--- config.mk ---
export PLATFORM = sky130hd
export DESIGN_NAME = drr_sched
export DESIGN_NICKNAME = d
export VERILOG_FILES = /design/src/rtl/drr_sched.sv
export SDC_FILE = /design/constraint.sdc
export NUM_CORES = 1
export LEC_CHECK = 0
export BUFFER_PORTS_ARGS = -buffer_cell sky130_fd_sc_hd__buf_4
export CORE_AREA = 2 2 86 104
export CTS_CLUSTER_SIZE = 20
export DETAILED_ROUTE_END_ITERATION = 6
export DIE_AREA = 0 0 88 106
export MAX_ROUTING_LAYER = met4
export PLACE_DENSITY = 0.69
export RECOVER_POWER = 25
export REMOVE_ABC_BUFFERS = 1
export SETUP_SLACK_MARGIN = 0.05
export SYNTH_ARGS = -nofsm -noshare
export SYNTH_HDL_FRONTEND = slang
export SYNTH_SLANG_ARGS = --single-unit
--- constraint.sdc ---
create_clock -name clk -period 10 [get_ports clk]
set_input_delay 0 -clock clk [delete_from_list [all_inputs] [get_ports clk]]
set_output_delay 0 -clock clk [all_outputs]
set_load 0.01 [all_outputs]
--- src/rtl/drr_sched.sv ---
module drr_sched #(
  parameter int NQ    = 4,
  parameter int LEN_W = 10,
  localparam int QI_W = (NQ > 1) ? $clog2(NQ) : 1,
  localparam int DEF_W = LEN_W + 1
) (
  input  logic                clk,
  input  logic                rst_n,
  input  logic [NQ-1:0]       q_busy,
  input  logic [NQ*LEN_W-1:0] head_len,
  input  logic [NQ*LEN_W-1:0] quantum,
  output logic                grant_valid,
  input  logic                grant_ready,
  output logic [QI_W-1:0]     grant_queue,
  output logic [LEN_W-1:0]    grant_len
);

  logic [DEF_W-1:0] deficit [NQ];
  logic [QI_W-1:0]  ptr;
  logic             serving;

  logic [LEN_W-1:0] cur_len, cur_quant;
  logic             cur_busy, fits;
  logic [QI_W-1:0]  ptr_nx;

  assign cur_len   = head_len[ptr*LEN_W +: LEN_W];
  assign cur_quant = quantum[ptr*LEN_W +: LEN_W];
  assign cur_busy  = q_busy[ptr];
  assign fits      = {1'b0, cur_len} <= deficit[ptr];
  assign ptr_nx    = (ptr == QI_W'(NQ-1)) ? '0 : ptr + 1'b1;

  assign grant_valid = serving && cur_busy && fits;
  assign grant_queue = ptr;
  assign grant_len   = cur_len;

  always_ff @(posedge clk) begin
    if (!rst_n) begin
      ptr     <= '0;
      serving <= 1'b0;
      for (int i = 0; i < NQ; i++) deficit[i] <= '0;
    end else if (!serving) begin
      if (cur_busy) begin
        deficit[ptr] <= deficit[ptr] + {1'b0, cur_quant};
        serving      <= 1'b1;
      end else begin
        deficit[ptr] <= '0;
        ptr          <= ptr_nx;
      end
    end else if (!cur_busy) begin
      deficit[ptr] <= '0;
      serving      <= 1'b0;
      ptr          <= ptr_nx;
    end else if (fits) begin
      if (grant_ready) deficit[ptr] <= deficit[ptr] - {1'b0, cur_len};
    end else begin
      serving <= 1'b0;
      ptr     <= ptr_nx;
    end
  end

endmodule

==> impl_metrics.json <==
{
  "status": "finished, violations left",
  "violations": "capacitance limit, slew limit",
  "fill_cells": 747,
  "dominantRegCellSynth": "edfxtp_1",
  "endpoint_kind": "register",
  "hp-start": "rst_n",
  "synth_top_cell_by_area": "edfxtp_1",
  "numPortBuffers": 99,
  "synth_edf_count": 44,
  "cp.arrival_ns": 4.86,
  "worstReg2RegStart": "grant_queue[0]$_SDFFE_PN0P_",
  "yosys_register_bits": 49,
  "p_leak_nw": 1.885,
  "grt_usage_pct": 20.96,
  "first_pass_iters": 5,
  "clkTransAtPathRegs_ns": 0.09,
  "ys_top_cells_by_count": "edfxtp_1, nor2_1, mux4_2, inv_1, ha_1",
  "dp_hpwl_um": 7459,
  "worst_pin_slew_ns": 1.616,
  "cts_setup_buffers": 0,
  "ff2ff_setup_slack_ns": 5.08,
  "final_layout_size_suffix_gt1_share_pct": 32.04,
  "yosys-top-cells-area": "edfxtp_1, mux4_2, ha_1",
  "dieArea_sq_mm": 0.009328,
  "wl_um": 9234,
  "drv_slew": 31,
  "grt_max_degree": 31,
  "synth-seq-area-share_pct": 39.09,
  "combinationalPowerShare_pct": 67.9,
  "fin_crit_sh_pct": 49.19,
  "antenna_cells": 0,
  "rsz0062_at_grt": "false",
  "max_slew_margin_pct": -7.883,
  "multiInputGateArea_sq_mm": 0.002036,
  "cts_tree": "built",
  "syn_avg_cell_area_sq_um": 11.51,
  "gp_congestion": 0.9193,
  "die_h_um": 106,
  "async_flop_share_pct": 0,
  "required_ns": 9.95,
  "antenna_found_initial": 0,
  "first_iter_violations": 137,
  "synth_top_area_share_pct": 36.34,
  "clock_latency_ns": 0.30,
  "cts_max_level": 2,
  "hold_path_class": "in -> reg",
  "grtUsageMet2_pct": 37.23,
  "grt_pass1_wl_um": 14550,
  "nNetsFinal": 521,
  "cts_root_buffer": "clkbuf_8",
  "cp_max_fo": 30,
  "pin_count": 100,
  "min_to": "serving$_SDFF_PN0_",
  "die_w_um": 88,
  "p_int_mw": 0.8629,
  "cts.sinks": 49,
  "switching_power_mw": 0.7016,
  "grt.busiest_layer": "met2",
  "vias_per_cell": 5.514,
  "cts_inserted_buffers": 5,
  "syn_area_sq_mm": 0.003636,
  "grt_pass1_vias": 3116,
  "p_per_area_mw_per_mm2": 346.1,
  "fin_crit_ns": 4.919,
  "startpoint_type": "register",
  "ys.warnings.count": 0,
  "drc": 0,
  "globalRouteOverflowTotal": 0,
  "use_met3_pct": 2.096,
  "antenna_left": 0,
  "r2r-end": "deficit[1][1]$_SDFFCE_PN0P_",
  "path_class": "reg -> reg",
  "r2r_cells": 10,
  "core_area_sq_mm": 0.008379,
  "num_rows": 37,
  "detailedPlace.worstSlack_ns": 5.665,
  "setup_slack_ns": 5.081,
  "cts_buffer_depth": 2,
  "start_util_pct": 43.39,
  "routedWlPerCell_um": 17.46,
  "area_growth_pct": 24.33,
  "hold_violations": 0,
  "seq_area_sq_mm": 0.001421,
  "seqPwrFrac_pct": 23.3,
  "max_freq_mhz": 203.3,
  "cts_hold_buffers": 0,
  "ir_worst_vdd_mv": 0.1212,
  "holdPathStages": 3,
  "synth.distinct_cells": 51,
  "setup-violations-final": 0,
  "netlist_instances": 316,
  "drv_cap": 1,
  "clkPwrFrac_pct": 8.8,
  "cts.repair.resized": 0,
  "grt_util_met1_pct": 24.18,
  "setup_tns_ns": 0,
  "vias": 2917,
  "switching_share_pct": 44.84,
  "fin_worst_skew_ns": 0.006294
}
==> power groups by stage <==
| stage | clock (mW) | sequential [mW] | combinational (mW) |
|---|---|---|---|
| 2_1_floorplan | 0 | 0.360 | 0.806 |
| 3_5_place_dp | 0 | 0.375 | 1.08 |
| 4_1_cts | 0.140 | 0.369 | 1.09 |
| 6_report | 0.137 | 0.365 | 1.06 |
| 5_1_grt | 0.147 | 0.377 | 1.18 |
| 3_3_place_gp | 0 | 0.369 | 1.06 |
==> worst max-delay path by stage <==
stage | start | endpoint | cells after the start
2_1_floorplan | grant_queue[0]$_SDFFE_PN0P_ | deficit[3][0]$_DFFE_PP_ | 9
3_3_place_gp | grant_queue[0]$_SDFFE_PN0P_ | deficit[1][0]$_SDFFCE_PN0P_ | 9
3_5_place_dp | grant_queue[0]$_SDFFE_PN0P_ | deficit[1][1]$_SDFFCE_PN0P_ | 10
4_1_cts | grant_queue[0]$_SDFFE_PN0P_ | deficit[1][1]$_SDFFCE_PN0P_ | 10
5_1_grt | grant_queue[0]$_SDFFE_PN0P_ | deficit[1][8]$_SDFFCE_PN0P_ | 10
6_report | grant_queue[0]$_SDFFE_PN0P_ | deficit[1][1]$_SDFFCE_PN0P_ | 10
==> layer usage <==
layer	vias to the layer above	routed length, um
li1	1396	-
met1	1414	3617
met2	94	4886
met3	13	489
met4	0	241
met5	-	0
==> worst max-delay path, cell delays in order, from the launching register on <==
cell      delay (ns)
dfxtp_1         1.41
mux4_2          0.65
inv_1           0.07
ha_1            0.21
and4_1          0.23
o21ai_0         0.08
o21bai_1        0.26
a41oi_1         0.25
o21ba_2         0.26
or3_1           0.57
nand2_1         0.52
==> cell families after synthesis <==
kind of cell / count (synthesis) / synth area share [%]
buf+inv: 39 / 4.611
compound gates: 71 / 13.46
mux: 36 / 20.75
fa+ha+maj: 23 / 8.328
xor+xnor: 13 / 3.131
flops: 49 / 39.09
simple gates: 85 / 10.63
==> area by class of cell <==
class	count	area share, %
well taps	117	3.238
repair buffers	102	15.86
inverters	25	2.076
clock buffers	6	1.605
flip-flops and latches	49	31.44
clock inverters	2	0.7473
multi-input cells	228	45.03
==> stage by stage <==
step	cell area (sq um)	util, %	hold slack (ns)	instances	power (mW)
floorplan	3562	-	0.1513	302	1.166
global placement	4476	53.41	0.3832	521	1.430
detailed placement	4476	53.41	0.3882	521	1.456
CTS	4582	54.68	0.05696	529	1.596
global route	4521	53.95	0.07318	529	1.700
finish	4521	53.95	0.06447	529	1.565
==> flip-flops by register name, summed over array words and instances, names as in the netlist, named ones only <==
register     flops
serving          1
grant_queue      2
deficit         44
==> placed cells by master, fill, tap and decap left out, types with 3 or more instances in the layout <==
cell and count:
nor2_1 44, dfxtp_1 5, ha_1 21, buf_4 89
mux2i_1 3, a211oi_1 4, nor3_1 5, clkbuf_1 14
a21oi_1 12, nand2_1 17, a21o_1 5, mux4_2 31
clkbuf_8 5, o21a_1 4, o21ai_0 19, o21bai_1 3
inv_1 25, xnor2_1 11, a22o_1 3, a21boi_0 3
edfxtp_1 44, a22oi_1 8, nor4_1 3
No activity file was read; power rests on OpenSTA's default activity.
